$ cat src/rtl/adc_cap_pkg.sv
package adc_cap_pkg;
  typedef enum logic [1:0] {
    ST_IDLE   = 2'd0,
    ST_ACTIVE = 2'd1,
    ST_GAP    = 2'd2
  } capState_t;

  typedef struct packed {
    logic clr;
    logic shift;
    logic commit;
  } capStrobe_t;
endpackage

$ cat src/rtl/adc_cap_ctrl.sv
module adc_cap_ctrl
  import adc_cap_pkg::*;
#(
  parameter int HALF_DIV    = 157,
  parameter int LEAD_CLKS   = 3,
  parameter int DATA_BITS   = 12,
  parameter int CS_GAP_CLKS = 1
) (
  input  logic       clk,
  input  logic       rstN,
  input  logic       start,
  output logic       csN,
  output logic       sclk,
  output logic       busy,
  output capStrobe_t strobe
);
  localparam int TOTAL   = LEAD_CLKS + DATA_BITS;
  localparam int HALVES  = 2 * TOTAL;
  localparam int GAP_CYC = 2 * HALF_DIV * CS_GAP_CLKS;
  localparam int DIV_W   = $clog2(HALF_DIV) + 1;
  localparam int HALF_W  = $clog2(HALVES) + 1;
  localparam int GAP_W   = $clog2(GAP_CYC + 1) + 1;
  localparam int PUL_W   = $clog2(TOTAL + 1) + 1;

  capState_t         state;
  logic [DIV_W-1:0]  divCnt;
  logic [HALF_W-1:0] halfCnt;
  logic [GAP_W-1:0]  gapCnt;
  logic              divEnd, lastHalf, gapEnd, pastLead;

  assign divEnd   = (divCnt == DIV_W'(HALF_DIV - 1));
  assign lastHalf = (halfCnt == HALF_W'(HALVES - 1));
  assign gapEnd   = (gapCnt == GAP_W'(GAP_CYC - 1));
  assign pastLead = ({1'b0, halfCnt[HALF_W-1:1]} >= HALF_W'(LEAD_CLKS));

  always_comb begin
    strobe.clr    = (state == ST_IDLE) && start;
    strobe.shift  = (state == ST_ACTIVE) && halfCnt[0] && divEnd && pastLead;
    strobe.commit = (state == ST_GAP) && gapEnd;
  end

  always_ff @(posedge clk or negedge rstN) begin
    if (!rstN) begin
      state   <= ST_IDLE;
      divCnt  <= '0;
      halfCnt <= '0;
      gapCnt  <= '0;
    end else begin
      unique case (state)
        ST_IDLE: begin
          if (start) begin
            state   <= ST_ACTIVE;
            divCnt  <= '0;
            halfCnt <= '0;
          end
        end
        ST_ACTIVE: begin
          if (divEnd) begin
            divCnt <= '0;
            if (lastHalf) begin
              state  <= ST_GAP;
              gapCnt <= '0;
            end else begin
              halfCnt <= halfCnt + 1'b1;
            end
          end else begin
            divCnt <= divCnt + 1'b1;
          end
        end
        ST_GAP: begin
          if (gapEnd) state <= ST_IDLE;
          else        gapCnt <= gapCnt + 1'b1;
        end
        default: state <= ST_IDLE;
      endcase
    end
  end

  assign csN  = (state != ST_ACTIVE);
  assign sclk = (state == ST_ACTIVE) && halfCnt[0];
  assign busy = (state != ST_IDLE);

  // Checker state: cycles of chip select high, and pulses in a window.
  logic [GAP_W-1:0] csHighCnt;
  logic [PUL_W-1:0] pulseCnt;
  logic             sclkQ;

  always_ff @(posedge clk or negedge rstN) begin
    if (!rstN) begin
      csHighCnt <= GAP_W'(GAP_CYC);
      pulseCnt  <= '0;
      sclkQ     <= 1'b0;
    end else begin
      sclkQ <= sclk;
      if (!csN)                              csHighCnt <= '0;
      else if (csHighCnt < GAP_W'(GAP_CYC))  csHighCnt <= csHighCnt + 1'b1;
      if (strobe.clr)                        pulseCnt <= '0;
      else if (sclk && !sclkQ)               pulseCnt <= pulseCnt + 1'b1;
    end
  end

  p_sclk_only_selected_r7: assert property (@(posedge clk) disable iff (!rstN)
    sclk |-> !csN);

  p_cs_fall_needs_idle_start_r9: assert property (@(posedge clk) disable iff (!rstN)
    $fell(csN) |-> ($past(start) && !$past(busy)));

  p_pulse_count_r3: assert property (@(posedge clk) disable iff (!rstN)
    $rose(csN) |-> (pulseCnt == PUL_W'(TOTAL)));

  p_cs_gap_r8: assert property (@(posedge clk) disable iff (!rstN)
    (start && !busy) |-> (csHighCnt >= GAP_W'(GAP_CYC)));
endmodule

$ cat src/rtl/adc_cap_datapath.sv
module adc_cap_datapath
  import adc_cap_pkg::*;
#(
  parameter int NUM_CH    = 8,
  parameter int DATA_BITS = 12
) (
  input  logic                        clk,
  input  logic                        rstN,
  input  capStrobe_t                  strobe,
  input  logic [NUM_CH-1:0]           din,
  output logic                        validQ,
  output logic [NUM_CH*DATA_BITS-1:0] resultQ
);
  for (genvar c = 0; c < NUM_CH; c++) begin : g_ch
    logic [DATA_BITS-1:0] acc;

    always_ff @(posedge clk or negedge rstN) begin
      if (!rstN)             acc <= '0;
      else if (strobe.clr)   acc <= '0;
      else if (strobe.shift) acc <= {acc[DATA_BITS-2:0], din[c]};
    end

    always_ff @(posedge clk or negedge rstN) begin
      if (!rstN)              resultQ[c*DATA_BITS +: DATA_BITS] <= '0;
      else if (strobe.commit) resultQ[c*DATA_BITS +: DATA_BITS] <= acc;
    end
  end

  always_ff @(posedge clk or negedge rstN) begin
    if (!rstN) validQ <= 1'b0;
    else       validQ <= strobe.commit;
  end

  p_valid_single_r8: assert property (@(posedge clk) disable iff (!rstN)
    validQ |=> !validQ);

  p_result_hold_r10: assert property (@(posedge clk) disable iff (!rstN)
    !validQ |-> $stable(resultQ));
endmodule

$ cat src/rtl/par_adc_capture.sv
module par_adc_capture
  import adc_cap_pkg::*;
#(
  parameter int NUM_CH      = 8,
  parameter int DATA_BITS   = 12,
  parameter int LEAD_CLKS   = 3,
  parameter int SYS_CLK_HZ  = 250_000_000,
  parameter int SCLK_MAX_HZ = 800_000,
  parameter int CS_GAP_CLKS = 1
) (
  input  logic                        clk,
  input  logic                        rstN,
  input  logic                        start,
  input  logic [NUM_CH-1:0]           adcDin,
  output logic                        adcCsN,
  output logic                        adcSclk,
  output logic                        busy,
  output logic                        resultValid,
  output logic [NUM_CH*DATA_BITS-1:0] results
);
  localparam int HALF_DIV = (SYS_CLK_HZ + 2 * SCLK_MAX_HZ - 1) / (2 * SCLK_MAX_HZ);

  capStrobe_t strobe;

  adc_cap_ctrl #(
    .HALF_DIV   (HALF_DIV),
    .LEAD_CLKS  (LEAD_CLKS),
    .DATA_BITS  (DATA_BITS),
    .CS_GAP_CLKS(CS_GAP_CLKS)
  ) ctrl_i (
    .clk   (clk),
    .rstN  (rstN),
    .start (start),
    .csN   (adcCsN),
    .sclk  (adcSclk),
    .busy  (busy),
    .strobe(strobe)
  );

  adc_cap_datapath #(
    .NUM_CH   (NUM_CH),
    .DATA_BITS(DATA_BITS)
  ) dp_i (
    .clk    (clk),
    .rstN   (rstN),
    .strobe (strobe),
    .din    (adcDin),
    .validQ (resultValid),
    .resultQ(results)
  );
endmodule

$ cat config.mk
export PLATFORM = sky130hd
export DESIGN_NAME = par_adc_capture
export DESIGN_NICKNAME = d
export VERILOG_FILES = /design/src/rtl/adc_cap_pkg.sv /design/src/rtl/adc_cap_ctrl.sv /design/src/rtl/adc_cap_datapath.sv /design/src/rtl/par_adc_capture.sv
export SDC_FILE = /design/constraint.sdc
export NUM_CORES = 1
export LEC_CHECK = 0
export ABC_CLOCK_PERIOD_IN_PS = 3200
export BUFFER_PORTS_ARGS = -buffer_cell sky130_fd_sc_hd__clkbuf_2
export CAP_MARGIN = 20
export CORE_MARGIN = 2
export CORE_UTILIZATION = 50
export CTS_BUF_LIST = sky130_fd_sc_hd__clkbuf_4 sky130_fd_sc_hd__clkbuf_8 sky130_fd_sc_hd__clkbuf_16
export CTS_CLUSTER_SIZE = 12
export DETAILED_ROUTE_END_ITERATION = 16
export PLACE_DENSITY = 0.77
export SLEW_MARGIN = 20
export SYNTH_ARGS = -nofsm -noshare
export SYNTH_HDL_FRONTEND = slang
export SYNTH_HIERARCHICAL = 1
export SYNTH_SLANG_ARGS = --single-unit
$ cat constraint.sdc
create_clock -name clk -period 3.2 [get_ports clk]
set_input_delay 0.32 -clock clk [delete_from_list [all_inputs] [get_ports clk]]
set_output_delay 0.32 -clock clk [all_outputs]
set_load 0.01 [all_outputs]
Yosys cells after proc, flatten, opt, wreduce, memory -nomap -nowiden

Cells that the tools add are included.
Widths: inputs -> output; s select.

Output and inout bits: 100
Bits in registers: 220
Logic and storage cells: 83
Bits in writable memories: 0
Memories: 0
Latch bits: 0
Input port bits: 11
ROM bits: 0

Reduce and logical (&&, ||, !) cells: 14
Bitwise gates (word level): 0
Multiplexer cells: 32
Add/sub/neg operators: 3
$mul: 0
Shift-type cells: 0
Div/mod/pow operators: 0
Equality and inequality tests: 12
Order comparisons: 1

Operators by type and width:

| cell                  | count |
|---|---|
| $mux 12               | 16 |
| $mux 10               | 3 |
| $pmux 10 s2           | 1 |
| $mux 6                | 3 |
| $mux 9                | 2 |
| $pmux 9 s2            | 1 |
| $pmux 6 s2            | 1 |
| $reduce_and 4->1      | 3 |
| $add 10x1->10 const B | 1 |
| $eq 10x9->1 const B   | 1 |
| $add 9x1->9 const B   | 1 |
| $eq 9x8->1 const B    | 1 |
| $mux 2                | 4 |
| $ne 2x1->1 const B    | 4 |
| $reduce_bool 2->1     | 4 |
| $add 6x1->6 const B   | 1 |
| $eq 6x5->1 const B    | 1 |
| $ne 2x2->1 const B    | 3 |
| $pmux 2 s3            | 1 |
| $ge 5x2->1 const B    | 1 |
| $logic_and 1x1->1     | 5 |
| $eq 2x1->1 const B    | 1 |
| $eq 2x2->1 const B    | 1 |
| $logic_not 2->1       | 1 |
| $reduce_and 2->1      | 1 |

Depth between registers and ports, before layout

Depth in word-level cells: 6
Gate-level depth with buffers: 11
Depth with buffers taken out: 7

By module

The synthesis kept the hierarchy.

By module, submodules not included:

| module           | cells an instance | seq. area each (um^2) | times used | area an instance (um^2) |
|---|---|---|---|---|
| adc_cap_datapath | 514               | 4829.6                | 1          | 7673.6 |
| adc_cap_ctrl     | 177               | 675.6                 | 1          | 1611.5 |

Worst setup path after synthesis

No wires, ideal clock.

Path kind: register -> register
Start point: register ctrl_i.divCnt[0]
End point: register dp_i.g_ch[0].acc[0]
Setup slack: 1.053 ns
Arrival time: 2.015 ns
Path buffers: 4
Required time: 3.068 ns
Setup time: 0.132 ns
Cell stages (with the launch flop): 12
Period minus slack after synthesis: 2.147 ns
Cells stage by stage: dfrtp_1 -> inv_1 -> ha_1 -> and4b_1 -> nand2_1 -> clkbuf_1 -> nor3b_1 -> buf_4 -> buf_6 -> buf_8 -> mux2i_1 -> nor2_1

RTL lines:

| what                     | line                   | text |
|---|---|---|
| start: declaration       | adc_cap_ctrl.sv:26     | `logic [DIV_W-1:0] divCnt;` |
| start signal: assignment | adc_cap_ctrl.sv:67     | `divCnt <= divCnt + 1'b1;` |
| end signal: assignment   | adc_cap_datapath.sv:20 | `else if (strobe.shift) acc <= {acc[DATA_BITS-2:0], din[c]};` |
| end: declaration         | adc_cap_datapath.sv:15 | `logic [DATA_BITS-1:0] acc;` |

==> summary.md <==
| Metric | Value |
|---|---|
| Global-route usage over all layers | 0.175 |
| Grt ovf | 0 |
| Nets | 814 |
| Top Layer Used | met4 |
| Commonest non-fill, non-tap cell in the layout | dfrtp_1 |
| Util after Layout | 0.593 |
| Status | complete, no violations |
| Skew-Pair Late Insertion Delay | between 0.5 and 0.6 ns |
| Unrepaired setup endpoints after global routing | no |
| Die Width | roughly 140 um |
| Met1 Wirelength | 8280 um |
| ANT nets after route | 0 |
| Netlist Area Pre-Place | roughly 0.0093 mm^2 |
| Setup violators final | 0 |
| Core box area | about 0.018 mm^2 |
| Sink Count | between 200 and 250 |
| TritonCTS clock tree | done |
| Most frequent cells in the layout | dfrtp_1 (220), clkbuf_2 (109), nor2_1 (105), mux2i_1 (98), mux2_2 (56) |
| Number of placed cells counting well taps | around 1,000 |
| Critical Path AT | between 2 and 3 ns |
| Yosys reg bits | 220 |
| Worst Tran Pin Value | ~0.74 ns |
| GP Congestion | between 0.8 and 0.9 |
| Vias in the first global route | around 5,600 |
| Static Leak | 5.10 nW |
| PortBufs | 110 |
| TNS Setup | 0 ns |
| Post-synth EDFFs | 0 |
| Crit path launch type | flop |
| Period minus WS final | roughly 2.4 ns |
| Largest net degree at the start of global routing | 100 |
| Crit share post-route | 0.759 |
| HP Class | primary input to flop |
| Routed wire per std cell | ~16 um |
| Met3 wire length | 692 um |
| Share of cells above drive strength 1 | 0.330 |
| Yosys warning total | 6 |
| Final Total Pwr | roughly 6.6 mW |
| Worst EP required | about 3.6 ns |
| Post-synth ARST share | 1.00 |
| Worst Setup Path Type | flop to flop |
| # IOs | approximately 110 |
| Starting density of the core | 0.513 |
| Clock buffer depth | 3 |
| First-pass DRT Iterations | 4 |
| Detailed router's first-iteration violation count | 254 |
| Slew HR | 0.507 |
| Clk Tree Root Cell | clkbuf_16 |
| Crit-path max FO | between 80 and 90 |
| Final Instance Area | approximately 0.011 mm^2 |
| Final hold vios | 0 |
| Setup bufs post-CTS | 0 |
| Via count | between 5,000 and 6,000 |
| Max Cap Viol | 0 |
| Prevailing post-synth register cell | dfrtp_1 |
| PwrDens | just over 600 mW/mm^2 |
| Worst VDD drop | roughly 0.35 mV |
| Final Max Slew Viols | 0 |
| Worst setup EP type | flop |
| Area growth, synth to finish | 15.6% |
| Drt via density | approximately 5.3 |
| Hold_ws | ~0.066 ns |
| ANT cells | 0 |
| Clock transition at path regs | 0.06 ns |
| Cell count after synthesis | about 690 |
| H-tree Lvls | 1 |
| Initial antenna violation count | 0 |
| Row cnt | 49 |
| Post-place setup slack | approximately 0.77 ns |
| Placement Cell Area | 0.00995 mm^2 |
| Final Non-Filler Cells | around 1,000 |
| FMAX | around 410 MHz |
| Post-DP HPWL | 10,300 um |
| Final WL | 16,800 um |
| Die area | 0.0197 mm^2 |
| Clock Skew | 0.0162 ns |
| Synthesized net count | about 710 |
| DR DRC count | 0 |
| Post-synth cell types | 53 |
| WL met2 | 7640 um |
| Seq/Total Area, Yosys | 0.593 |
| Num CTS Buffers | 24 |
| Syn avg cell area | between 10 and 15 um^2 |
| First-pass GRT wire length | ~29,000 um |
| Die span in y | 140 um |
| Setup ws final | 0.770 ns |
flip-flops by register name, summed over array words and instances (netlist names):
register / flops
dp_i/g_ch.acc: 96
dp_i/resultQ: 96
ctrl_i/gapCnt: 10
ctrl_i/divCnt: 9
ctrl_i/halfCnt: 6
ctrl_i/state: 2
dp_i/validQ: 1
cells in the mapped netlist, types with 4 or more instances:
cell type / instances / share of area
buf_8: 5 / 0.0081
a31oi_1: 7 / 0.0047
nor3_1: 5 / 0.0027
mux2_2: 56 / 0.068
buf_4: 6 / 0.0049
buf_1: 4 / 0.0016
ha_1: 6 / 0.0081
clkbuf_1: 9 / 0.0036
inv_1: 11 / 0.0044
nand3_1: 12 / 0.0065
nor2_1: 105 / 0.042
buf_12: 4 / 0.0086
dfrtp_1: 220 / 0.59
o311ai_0: 5 / 0.0047
nand2_1: 25 / 0.010
mux2_4: 40 / 0.065
buf_2: 9 / 0.0049
mux2i_1: 98 / 0.11
nand4_1: 4 / 0.0027
o21ai_0: 7 / 0.0038
path summary, 6_finish.rpt:
kind	startpoint	end	slack (ns)	cells past startpoint
setup / recovery	ctrl_i/state[0]$_DFFE_PN0P_	dp_i/resultQ[48]$_DFFE_PN0P_	0.77	4
hold / removal	adcDin[4]	dp_i/g_ch[4].acc[0]$_DFFE_PN0P_	0.07	3
setup reg to reg	ctrl_i/state[0]$_DFFE_PN0P_	dp_i/resultQ[48]$_DFFE_PN0P_	0.77	4
hold reg to reg	dp_i/resultQ[81]$_DFFE_PN0P_	dp_i/resultQ[81]$_DFFE_PN0P_	0.50	1
max in group asynchronous	rstN	ctrl_i/divCnt[5]$_DFFE_PN0P_	1.86	3
min in group asynchronous	rstN	dp_i/resultQ[18]$_DFFE_PN0P_	0.45	2
final cells by class:
type	instances	area, um^2
clock inverters	4	35.0
fillers	1457	7350
well taps	229	287
flip-flops and latches	220	5510
inverters	11	42.5
multi-input cells	420	3430
repair buffers	120	701
clock buffers	35	733
metal layers:
| layer | vias to the layer above | global-route usage |
|---|---|---|
| met5 | - | 0 |
| met4 | 0 | 0.0314 |
| met3 | 14 | 0.0328 |
| met2 | 101 | 0.273 |
| met1 | 2758 | 0.263 |
| li1 | 2610 | - |
kinds of logic (layout without fill, tap and decap cells):
group / Yosys count / in the layout / synth area share
DFF: 220 / 220 / 0.593
muxes: 194 / 194 / 0.238
and+or+nand+nor: 177 / 177 / 0.0861
buffers and inverters: 51 / 170 / 0.0391
AOI/OAI and AO/OA: 41 / 41 / 0.0337
adders and majority gates: 6 / 6 / 0.00808
xor gates and xnor gates: 2 / 2 / 0.00189
worst max-delay path, cell delays in order, from the launching register on:
cell      delay, ns
dfrtp_1        0.49
nand2b_1       0.35
nor4b_2        0.52
buf_12         0.46
mux2_2         0.40
report_power, final:
| group | internal, mW | switching [mW] | total, mW |
|---|---|---|---|
| combinational | 0.282 | 0.304 | 0.586 |
| sequential | 3.12 | 0.318 | 3.44 |
| clock | 1.58 | 1.04 | 2.62 |
what timing repair did:
| action | 4_1_cts | 5_1_grt |
|---|---|---|
| hold buffers | 1 | 0 |
| endpoints found under the hold margin | 97 | 0 |
| resized for setup | 0 | 0 |
| setup endpoints to repair | 0 | 0 |
(Power assumes the default switching activity.)
